$ cat src/rtl/pecc_pkg.sv
// Shared types for the page ECC engine.
package pecc_pkg;
    typedef enum logic [1:0] {
        FIX_CLEAN = 2'd0,
        FIX_DATA  = 2'd1,
        FIX_CODE  = 2'd2,
        FIX_FAIL  = 2'd3
    } fix_class_e;

    localparam int STATUS_VALID_BIT = 6;
endpackage

$ cat src/rtl/pecc_byte_parity.sv
// Per-byte code contribution.
// Produces the odd (set-bit) and even (clear-bit) parity terms one byte
// contributes at byte offset 'offset'. The low half uses bit-index terms in
// [2:0] and byte-offset terms above them; the high half mirrors it.
// Assumes byte-wide data.
module pecc_byte_parity #(
    parameter int BYTE_AW = 9,
    localparam int PW     = BYTE_AW + 3
) (
    input  logic [7:0]         data,
    input  logic [BYTE_AW-1:0] offset,
    output logic [2*PW-1:0]    contrib
);
    logic          total;
    logic [PW-1:0] lo;
    logic [PW-1:0] hi;

    // Overall parity of the byte feeds every byte-offset term.
    assign total = ^data;

    genvar gc;
    for (gc = 0; gc < 3; gc++) begin : g_col
        localparam logic [7:0] SEL = (gc == 0) ? 8'hAA : ((gc == 1) ? 8'hCC : 8'hF0);
        // Column terms: bits whose index has bit gc set / clear.
        assign lo[gc] = ^(data & SEL);
        assign hi[gc] = ^(data & ~SEL);
    end

    genvar gl;
    for (gl = 0; gl < BYTE_AW; gl++) begin : g_line
        // Line terms: the whole byte lands on the odd or the even side.
        assign lo[gl+3] = offset[gl] & total;
        assign hi[gl+3] = ~offset[gl] & total;
    end

    assign contrib = {hi, lo};
endmodule

$ cat src/rtl/pecc_chunk_gen.sv
// Streaming code generator.
// Stage 0 counts bytes and chunks and decides chunk/page boundaries.
// Stage 1 folds the registered byte into the running code and emits a commit
// when a chunk closes. Assumes page_size is stable while a page is open.
module pecc_chunk_gen #(
    parameter int CHUNK_BYTES = 512,
    parameter int MAX_CHUNKS  = 4,
    localparam int BYTE_AW    = $clog2(CHUNK_BYTES),
    localparam int CW         = $clog2(MAX_CHUNKS),
    localparam int CODE_W     = 2 * (BYTE_AW + 3)
) (
    input  logic              clk,
    input  logic              rst_n,
    input  logic [1:0]        page_size,
    input  logic              in_valid,
    input  logic [7:0]        in_byte,
    input  logic              in_last,
    output logic              commit_valid,
    output logic [CW-1:0]     commit_idx,
    output logic [CODE_W-1:0] commit_code,
    output logic              clear_all,
    output logic              busy
);
    logic [BYTE_AW-1:0] byte_cnt;
    logic [CW-1:0]      chunk_cnt;
    logic               page_open;
    logic [CW-1:0]      last_idx;
    logic               chunk_end0;
    logic               page_end0;

    logic               s1_valid;
    logic [7:0]         s1_byte;
    logic [BYTE_AW-1:0] s1_off;
    logic               s1_end;
    logic               s1_start;
    logic [CW-1:0]      s1_idx;

    logic [CODE_W-1:0]  acc;
    logic [CODE_W-1:0]  contrib;
    logic [CODE_W-1:0]  acc_n;

    // Index of the final chunk for the configured page size.
    always_comb begin
        int raw;
        case (page_size)
            2'd2:    raw = 1;
            2'd3:    raw = 3;
            default: raw = 0;
        endcase
        if (raw > MAX_CHUNKS - 1) raw = MAX_CHUNKS - 1;
        last_idx = CW'(raw);
    end

    // Boundary decisions for the byte presented now.
    assign chunk_end0 = in_last | (byte_cnt == BYTE_AW'(CHUNK_BYTES - 1));
    assign page_end0  = in_last | ((byte_cnt == BYTE_AW'(CHUNK_BYTES - 1)) && (chunk_cnt == last_idx));

    // Stage 0 position counters and page-open flag.
    always_ff @(posedge clk) begin
        if (!rst_n) begin
            byte_cnt  <= '0;
            chunk_cnt <= '0;
            page_open <= 1'b0;
        end else if (in_valid) begin
            page_open <= !page_end0;
            if (page_end0) begin
                byte_cnt  <= '0;
                chunk_cnt <= '0;
            end else if (chunk_end0) begin
                byte_cnt  <= '0;
                chunk_cnt <= chunk_cnt + 1'b1;
            end else begin
                byte_cnt <= byte_cnt + 1'b1;
            end
        end
    end

    // Stage 1 register: byte plus its position and boundary tags.
    always_ff @(posedge clk) begin
        if (!rst_n) begin
            s1_valid <= 1'b0;
            s1_byte  <= '0;
            s1_off   <= '0;
            s1_end   <= 1'b0;
            s1_start <= 1'b0;
            s1_idx   <= '0;
        end else begin
            s1_valid <= in_valid;
            s1_byte  <= in_byte;
            s1_off   <= byte_cnt;
            s1_end   <= chunk_end0;
            s1_start <= !page_open;
            s1_idx   <= chunk_cnt;
        end
    end

    pecc_byte_parity #(.BYTE_AW(BYTE_AW)) u_parity (
        .data    (s1_byte),
        .offset  (s1_off),
        .contrib (contrib)
    );

    assign acc_n = acc ^ contrib;

    // Running code: folds each byte and restarts after a chunk closes.
    always_ff @(posedge clk) begin
        if (!rst_n) begin
            acc <= '0;
        end else if (s1_valid) begin
            acc <= s1_end ? '0 : acc_n;
        end
    end

    assign commit_valid = s1_valid & s1_end;
    assign commit_idx   = s1_idx;
    assign commit_code  = acc_n;
    assign clear_all    = s1_valid & s1_start;
    assign busy         = page_open | s1_valid;

    p_acc_restart_r1: assert property (@(posedge clk) disable iff (!rst_n)
        (s1_valid && s1_end) |=> (acc == '0));

    p_chunk_in_page_r3: assert property (@(posedge clk) disable iff (!rst_n)
        page_open |-> (chunk_cnt <= last_idx));

    p_last_closes_r4: assert property (@(posedge clk) disable iff (!rst_n)
        (in_valid && in_last) |=> (!page_open && s1_end));
endmodule

$ cat src/rtl/pecc_result_bank.sv
// Per-chunk result slots.
// Each slot holds a code and a valid flag. A commit writes one slot and sets
// its flag; a page-start clear drops every other flag in the same cycle.
// Reads are combinational.
module pecc_result_bank #(
    parameter int MAX_CHUNKS = 4,
    parameter int CODE_W     = 24,
    localparam int CW        = $clog2(MAX_CHUNKS)
) (
    input  logic              clk,
    input  logic              rst_n,
    input  logic              wr_en,
    input  logic [CW-1:0]     wr_idx,
    input  logic [CODE_W-1:0] wr_code,
    input  logic              clear_all,
    input  logic [CW-1:0]     rd_sel,
    output logic              rd_valid,
    output logic [CODE_W-1:0] rd_code
);
    logic [MAX_CHUNKS-1:0] flags;
    logic [CODE_W-1:0]     codes [MAX_CHUNKS];

    genvar gi;
    for (gi = 0; gi < MAX_CHUNKS; gi++) begin : g_slot
        logic              flag_q;
        logic [CODE_W-1:0] code_q;

        // Slot write takes priority over the page-start clear.
        always_ff @(posedge clk) begin
            if (!rst_n) begin
                flag_q <= 1'b0;
                code_q <= '0;
            end else if (wr_en && (wr_idx == CW'(gi))) begin
                flag_q <= 1'b1;
                code_q <= wr_code;
            end else if (clear_all) begin
                flag_q <= 1'b0;
            end
        end

        assign flags[gi] = flag_q;
        assign codes[gi] = code_q;
    end

    assign rd_valid = flags[rd_sel];
    assign rd_code  = codes[rd_sel];

    p_clear_drops_r5: assert property (@(posedge clk) disable iff (!rst_n)
        (clear_all && !wr_en) |=> (flags == '0));

    p_write_sets_r2: assert property (@(posedge clk) disable iff (!rst_n)
        wr_en |=> flags[$past(wr_idx)]);
endmodule

$ cat src/rtl/pecc_syndrome_decoder.sv
// Correction classifier.
// Inverts the stored code, forms the odd/even syndromes and registers a class
// and flip position one cycle after a request. Position is zero unless the
// class is a data correction.
module pecc_syndrome_decoder
    import pecc_pkg::*;
#(
    parameter int BYTE_AW = 9,
    localparam int PW     = BYTE_AW + 3,
    localparam int CODE_W = 2 * PW
) (
    input  logic               clk,
    input  logic               rst_n,
    input  logic               req,
    input  logic [CODE_W-1:0]  stored,
    input  logic [CODE_W-1:0]  computed,
    output logic               res_valid,
    output fix_class_e         res_class,
    output logic [BYTE_AW-1:0] res_byte,
    output logic [2:0]         res_bit
);
    logic [CODE_W-1:0] syn;
    logic [PW-1:0]     syn_odd;
    logic [PW-1:0]     syn_even;
    fix_class_e        cls;

    // Syndrome of the re-inverted stored code against the computed one.
    assign syn      = (~stored) ^ computed;
    assign syn_odd  = syn[PW-1:0];
    assign syn_even = syn[CODE_W-1:PW];

    // Classification in priority order.
    always_comb begin
        if (syn == '0)
            cls = FIX_CLEAN;
        else if (syn_odd == ~syn_even)
            cls = FIX_DATA;
        else if ($countones(syn) == 1)
            cls = FIX_CODE;
        else
            cls = FIX_FAIL;
    end

    // Result register with one-cycle strobe.
    always_ff @(posedge clk) begin
        if (!rst_n) begin
            res_valid <= 1'b0;
            res_class <= FIX_CLEAN;
            res_byte  <= '0;
            res_bit   <= '0;
        end else begin
            res_valid <= req;
            if (req) begin
                res_class <= cls;
                res_byte  <= (cls == FIX_DATA) ? syn_odd[PW-1:3] : '0;
                res_bit   <= (cls == FIX_DATA) ? syn_odd[2:0]    : '0;
            end
        end
    end

    p_strobe_follows_req_r12: assert property (@(posedge clk) disable iff (!rst_n)
        res_valid |-> $past(req));

    p_pos_zero_r12: assert property (@(posedge clk) disable iff (!rst_n)
        (res_valid && res_class != FIX_DATA) |-> (res_byte == '0 && res_bit == '0));

    p_clean_match_r8: assert property (@(posedge clk) disable iff (!rst_n)
        (res_valid && res_class == FIX_CLEAN) |-> $past((~stored) == computed));
endmodule

$ cat src/rtl/page_ecc_engine.sv
// Page ECC engine top.
// Streams page bytes through the chunk generator into the result bank and
// exposes the independent syndrome decoder. Assumes CHUNK_BYTES <= 512 so the
// code fits the 24-bit field of the result word.
module page_ecc_engine
    import pecc_pkg::*;
#(
    parameter int CHUNK_BYTES = 512,
    parameter int MAX_CHUNKS  = 4,
    localparam int BYTE_AW    = $clog2(CHUNK_BYTES),
    localparam int CW         = $clog2(MAX_CHUNKS),
    localparam int CODE_W     = 2 * (BYTE_AW + 3)
) (
    input  logic               clk,
    input  logic               rst_n,
    input  logic [1:0]         page_size,
    input  logic               in_valid,
    input  logic [7:0]         in_byte,
    input  logic               in_last,
    output logic               busy,
    input  logic [CW-1:0]      rd_sel,
    output logic [31:0]        rd_result,
    input  logic               fix_req,
    input  logic [CODE_W-1:0]  fix_stored,
    input  logic [CODE_W-1:0]  fix_computed,
    output logic               fix_valid,
    output logic [1:0]         fix_class,
    output logic [BYTE_AW-1:0] fix_byte,
    output logic [2:0]         fix_bit
);
    logic              commit_valid;
    logic [CW-1:0]     commit_idx;
    logic [CODE_W-1:0] commit_code;
    logic              clear_all;
    logic              rd_valid;
    logic [CODE_W-1:0] rd_code;
    fix_class_e        cls;

    pecc_chunk_gen #(.CHUNK_BYTES(CHUNK_BYTES), .MAX_CHUNKS(MAX_CHUNKS)) u_gen (
        .clk          (clk),
        .rst_n        (rst_n),
        .page_size    (page_size),
        .in_valid     (in_valid),
        .in_byte      (in_byte),
        .in_last      (in_last),
        .commit_valid (commit_valid),
        .commit_idx   (commit_idx),
        .commit_code  (commit_code),
        .clear_all    (clear_all),
        .busy         (busy)
    );

    pecc_result_bank #(.MAX_CHUNKS(MAX_CHUNKS), .CODE_W(CODE_W)) u_bank (
        .clk       (clk),
        .rst_n     (rst_n),
        .wr_en     (commit_valid),
        .wr_idx    (commit_idx),
        .wr_code   (commit_code),
        .clear_all (clear_all),
        .rd_sel    (rd_sel),
        .rd_valid  (rd_valid),
        .rd_code   (rd_code)
    );

    pecc_syndrome_decoder #(.BYTE_AW(BYTE_AW)) u_dec (
        .clk       (clk),
        .rst_n     (rst_n),
        .req       (fix_req),
        .stored    (fix_stored),
        .computed  (fix_computed),
        .res_valid (fix_valid),
        .res_class (cls),
        .res_byte  (fix_byte),
        .res_bit   (fix_bit)
    );

    assign fix_class = cls;

    // Result word: status byte with valid flag, code zero-extended to 24 bits.
    assign rd_result = rd_valid ? {8'(1 << STATUS_VALID_BIT), 24'(rd_code)} : 32'h0;

    p_busy_falls_on_store_r6: assert property (@(posedge clk) disable iff (!rst_n)
        $fell(busy) |-> $past(commit_valid));
endmodule

$ cat config.mk
export PLATFORM = sky130hd
export DESIGN_NAME = page_ecc_engine
export DESIGN_NICKNAME = d
export VERILOG_FILES = /design/src/rtl/pecc_pkg.sv /design/src/rtl/pecc_byte_parity.sv /design/src/rtl/pecc_chunk_gen.sv /design/src/rtl/pecc_result_bank.sv /design/src/rtl/pecc_syndrome_decoder.sv /design/src/rtl/page_ecc_engine.sv
export SDC_FILE = /design/constraint.sdc
export NUM_CORES = 1
export LEC_CHECK = 0
export BUFFER_PORTS_ARGS = -buffer_cell sky130_fd_sc_hd__clkbuf_2
export CAP_MARGIN = 30
export CORE_AREA = 2 2 136 138
export DETAILED_ROUTE_END_ITERATION = 10
export DIE_AREA = 0 0 138 140
export HOLD_SLACK_MARGIN = 0.15
export PLACE_DENSITY = 0.75
export SKIP_LAST_GASP = 1
export SYNTH_ARGS = -nofsm -noshare
export SYNTH_HDL_FRONTEND = slang
export SYNTH_SLANG_ARGS = --single-unit
$ cat constraint.sdc
create_clock -name clk -period 10.6 [get_ports clk]
set_input_delay 0.53 -clock clk [delete_from_list [all_inputs] [get_ports clk]]
set_output_delay 0.53 -clock clk [all_outputs]
set_load 0.005 [all_outputs]
==> summary.txt <==
Floorplanning
  – Core Footprint: 0.01778 mm^2
  – Die Wd: approximately 140 um
  – Number of core rows: 49
  – Initial Utilization: a little over half
  – # IOs: 113
  – Die height: approximately 140 um
  – Die area: 0.01932 mm^2

Synth
  – Synth cell types: 42
  – Leading area contributor after synthesis: dfxtp_1
  – Asr flop ratio synth: 0%
  – Ys Warns: 0
  – Synth Cell Area: 0.009673 mm^2
  – Sequential area share after synthesis: between 30% and 40%
  – Post-synthesis register bit count: approximately 170
  – Top cells by count, synth: dfxtp_1 (173), nand2_1 (89), nand3_1 (77)
  – Synth top area share: 35.80%
  – Synth area leaders: dfxtp_1 (36%), mux4_2 (5.6%), ha_1 (4.5%)
  – Commonest register cell after synthesis: dfxtp_1
  – Synthesized instance count: 1123
  – Post-synthesis average cell area: between 8 and 9 um^2
  – Post-synth EDFFs: 0
  – Count leader, synth: dfxtp_1

STA
  – Final Hold Viols: 0
  – Worst Max-Slew Pin Slew: ~0.88 ns
  – Fmax: 0.1941 GHz
  – RSZ-0062 raised after global routing: no
  – Final period util: between 40% and 50%
  – Setup_tns: 0 ns
  – Setup Skew: ~0.014 ns
  – # setup viols final: 0
  – Hold_ws: roughly 0.3 ns
  – Slew margin rel.: approximately two fifths
  – Max Slew Vio Count: 0
  – Min Tclk post-route: 5.152 ns

Power
  – Leak Pwr: roughly 4.3 nW
  – Max VDD drop: 0.1254 mV
  – Comb pwr share: approximately a third
  – Clock power frac: approximately a third
  – Sw Share: 34.35%
  – Total power: slightly below 2 mW
  – Pwr per Cell Area: between 150 and 200 mW/mm^2
  – Sequential Power Share: 34.6%
  – P_int: 1.299 mW
  – Net Switching: between 0.6 and 0.7 mW

Global route
  – Initial antenna violation count: 0
  – Largest net degree at the start of global routing: 102
  – Number of global-route vias before repair: approximately 7600
  – Grt ovf: 0
  – All-Layer GR Usage: a little under a quarter
  – First-pass GRT wire length: approximately 37 mm

Clock network
  – Maximum clock insertion buffer count: 2
  – Clock latency on the worst-skew pair: approximately 0.43 ns
  – CTS resizes: 0
  – Postcts setup bufs: 0
  – Clock Tree Root: clkbuf_16
  – CTS Sinks: roughly 170
  – CTS buffer count: 17
  – CTS tree: done
  – CTS H-tree depth: 4
  – Clk slew on worst S/H paths: 0.07 ns
  – CTS Hold Bufs: 0

Worst setup path
  – R2R depth: 6
  – Worst setup path end: u_dec.res_class[0]$_SDFFE_PN0P_
  – Crit path capture type: flop
  – Critical path type: input port to flop
  – Worst reg-to-reg setup slack: ~8 ns
  – CP Data Required Time: roughly 11 ns
  – Critical Path Start: fix_stored[10]
  – Setup crit start kind: input port
  – CP max FO: 4
  – Critical Path AT: around 5.5 ns
  – Start of the worst register-to-register path: u_gen.s1_byte[4]$_SDFF_PN0_
  – Reg2reg end: u_bank.g_slot[3].code_q[19]$_SDFFE_PN0P_

Layout
  – Antenna cells: 0
  – Post-Layout Cell Count: approximately 1400
  – Layout cells sized above 1: 16.36%
  – Layout Nets: between 1000 and 1500
  – Area delta synth->final: 12.70%
  – Final cell utilization of the core: a little over 60%

Placed design
  – DP Wirelength: between 10 and 15 mm
  – DP Cell Count: 1389
  – RD Place Congestion: between 0.8 and 0.9
  – Port Buf Inserts: between 100 and 150

Worst hold path
  – Min-delay worst type: input port to flop

Routing
  – Drt first pass iters: 6
  – Wire per inst: approximately 16 um
  – Detailed-route via count: about 8300
  – Routed Antenna Nets: 0
  – DRC violations left: 0
  – Initial drt markers: roughly 750
  – Final WL: between 20 and 25 mm
  – Via-to-Cell Ratio: about 5.8

Job
  – Maxcap violations: 0

Run status
  – Status: completed
==> worst max-delay path: stages <==
cell,delay (ns)
clkbuf_2,0.09
xor2_1,0.33
inv_1,0.09
ha_1,0.26
fa_1,0.52
inv_1,0.05
fa_1,0.46
fa_1,0.52
fa_1,0.56
inv_1,0.06
fa_1,0.53
ha_1,0.16
inv_1,0.05
fa_1,0.39
a2111oi_0,0.42
a21oi_1,0.09
o41ai_1,0.26
nand3_1,0.11
==> area by class of cell <==
| type | count | area, um^2 |
|---|---|---|
| fill | 1598 | 6878 |
| multi-input combinational | 799 | 5640 |
| clock inverter | 11 | 133.9 |
| tap | 229 | 286.5 |
| sequential | 173 | 3463 |
| inverter | 65 | 244.0 |
| clock buffer | 21 | 470.5 |
| timing repair buffer | 123 | 663.1 |
==> layer usage <==
metal / track usage [%] / vias to the layer above / wire (um)
li1: - / 4059 / -
met1: 33.07 / 3878 / 10470
met2: 37.00 / 297 / 10710
met3: 3.966 / 31 / 1355
met4: 7.035 / 0 / 311
met5: 0 / - / 0
==> cells by family (layout without fill, tap and decap cells) <==
logic type | Yosys count | in the layout | share of synthesized area [%]
AO/OA/AOI/OAI | 163 | 163 | 10.55
AND/OR/NAND/NOR | 483 | 483 | 26.56
multiplexers | 26 | 26 | 5.808
XOR/XNOR | 66 | 66 | 6.286
flip-flops | 173 | 173 | 35.80
buffers and inverters | 157 | 220 | 6.493
other | 1 | 7 | 0.03877
adder cells (fa/ha/maj) | 54 | 54 | 8.459
==> power groups by stage <==
| stage | Clock [mW] | Combinational (mW) | Sequential (mW) |
|---|---|---|---|
| floorplan | 0 | 0.494 | 0.694 |
| global placement | 0 | 0.632 | 0.698 |
| detailed placement | 0 | 0.649 | 0.699 |
| CTS | 0.643 | 0.653 | 0.684 |
| global route | 0.672 | 0.757 | 0.686 |
| finish | 0.634 | 0.660 | 0.685 |
==> layout by cell type, fill, tap and decap left out, types with 21 or more instances in the layout <==
cell | synthesis | layout
dfxtp_1 | 173 | 173
clkbuf_2 | 1 | 104
nand2_1 | 89 | 89
nand3_1 | 77 | 77
nor3_1 | 76 | 74
inv_1 | 65 | 64
o21ai_0 | 65 | 64
nor2_1 | 60 | 60
or3_1 | 45 | 45
xnor2_1 | 40 | 40
a311oi_1 | 37 | 37
nor2b_1 | 36 | 36
a21oi_1 | 36 | 36
ha_1 | 35 | 35
mux4_2 | 24 | 24
xor2_1 | 22 | 22
and2_1 | 21 | 21
==> stage by stage <==
step                      worst slack, ns  cell area (um^2)
after floorplan                     5.476              9696
after global placement              5.217             10290
after CTS                           5.471             10900
final                               5.448             10900
after global routing                5.068             10900
after detailed placement            5.048             10300
==> flip-flops by register name, summed over array words and instances, names as in the netlist <==
signal	flops
u_gen.commit_idx	2
u_gen.page_open	1
u_gen.s1_byte	8
u_gen.s1_valid	1
u_dec.res_class	2
u_gen.s1_off	9
u_gen.byte_cnt	9
u_bank.g_slot.flag_q	4
u_bank.g_slot.code_q	96
u_gen.s1_end	1
u_gen.chunk_cnt	2
u_dec.res_byte	9
u_gen.acc	24
u_gen.s1_start	1
u_dec.res_valid	1
u_dec.res_bit	3
==> worst min-delay path by stage <==
stage,from,endpoint,slack (ns),cells after the start
final,in_byte[5],u_gen.s1_byte[5]$_SDFF_PN0_,0.30,2
after detailed placement,u_gen.page_open$_SDFFE_PN0P_,u_gen.s1_start$_SDFF_PN0_,0.43,1
after floorplan,u_gen.page_open$_SDFFE_PN0P_,u_gen.s1_start$_SDFF_PN0_,0.41,1
after global routing,in_byte[4],u_gen.s1_byte[4]$_SDFF_PN0_,0.30,2
after CTS,in_byte[5],u_gen.s1_byte[5]$_SDFF_PN0_,0.30,2
after global placement,u_gen.page_open$_SDFFE_PN0P_,u_gen.s1_start$_SDFF_PN0_,0.43,1
Note: power is estimated with default switching activity, not from simulation.
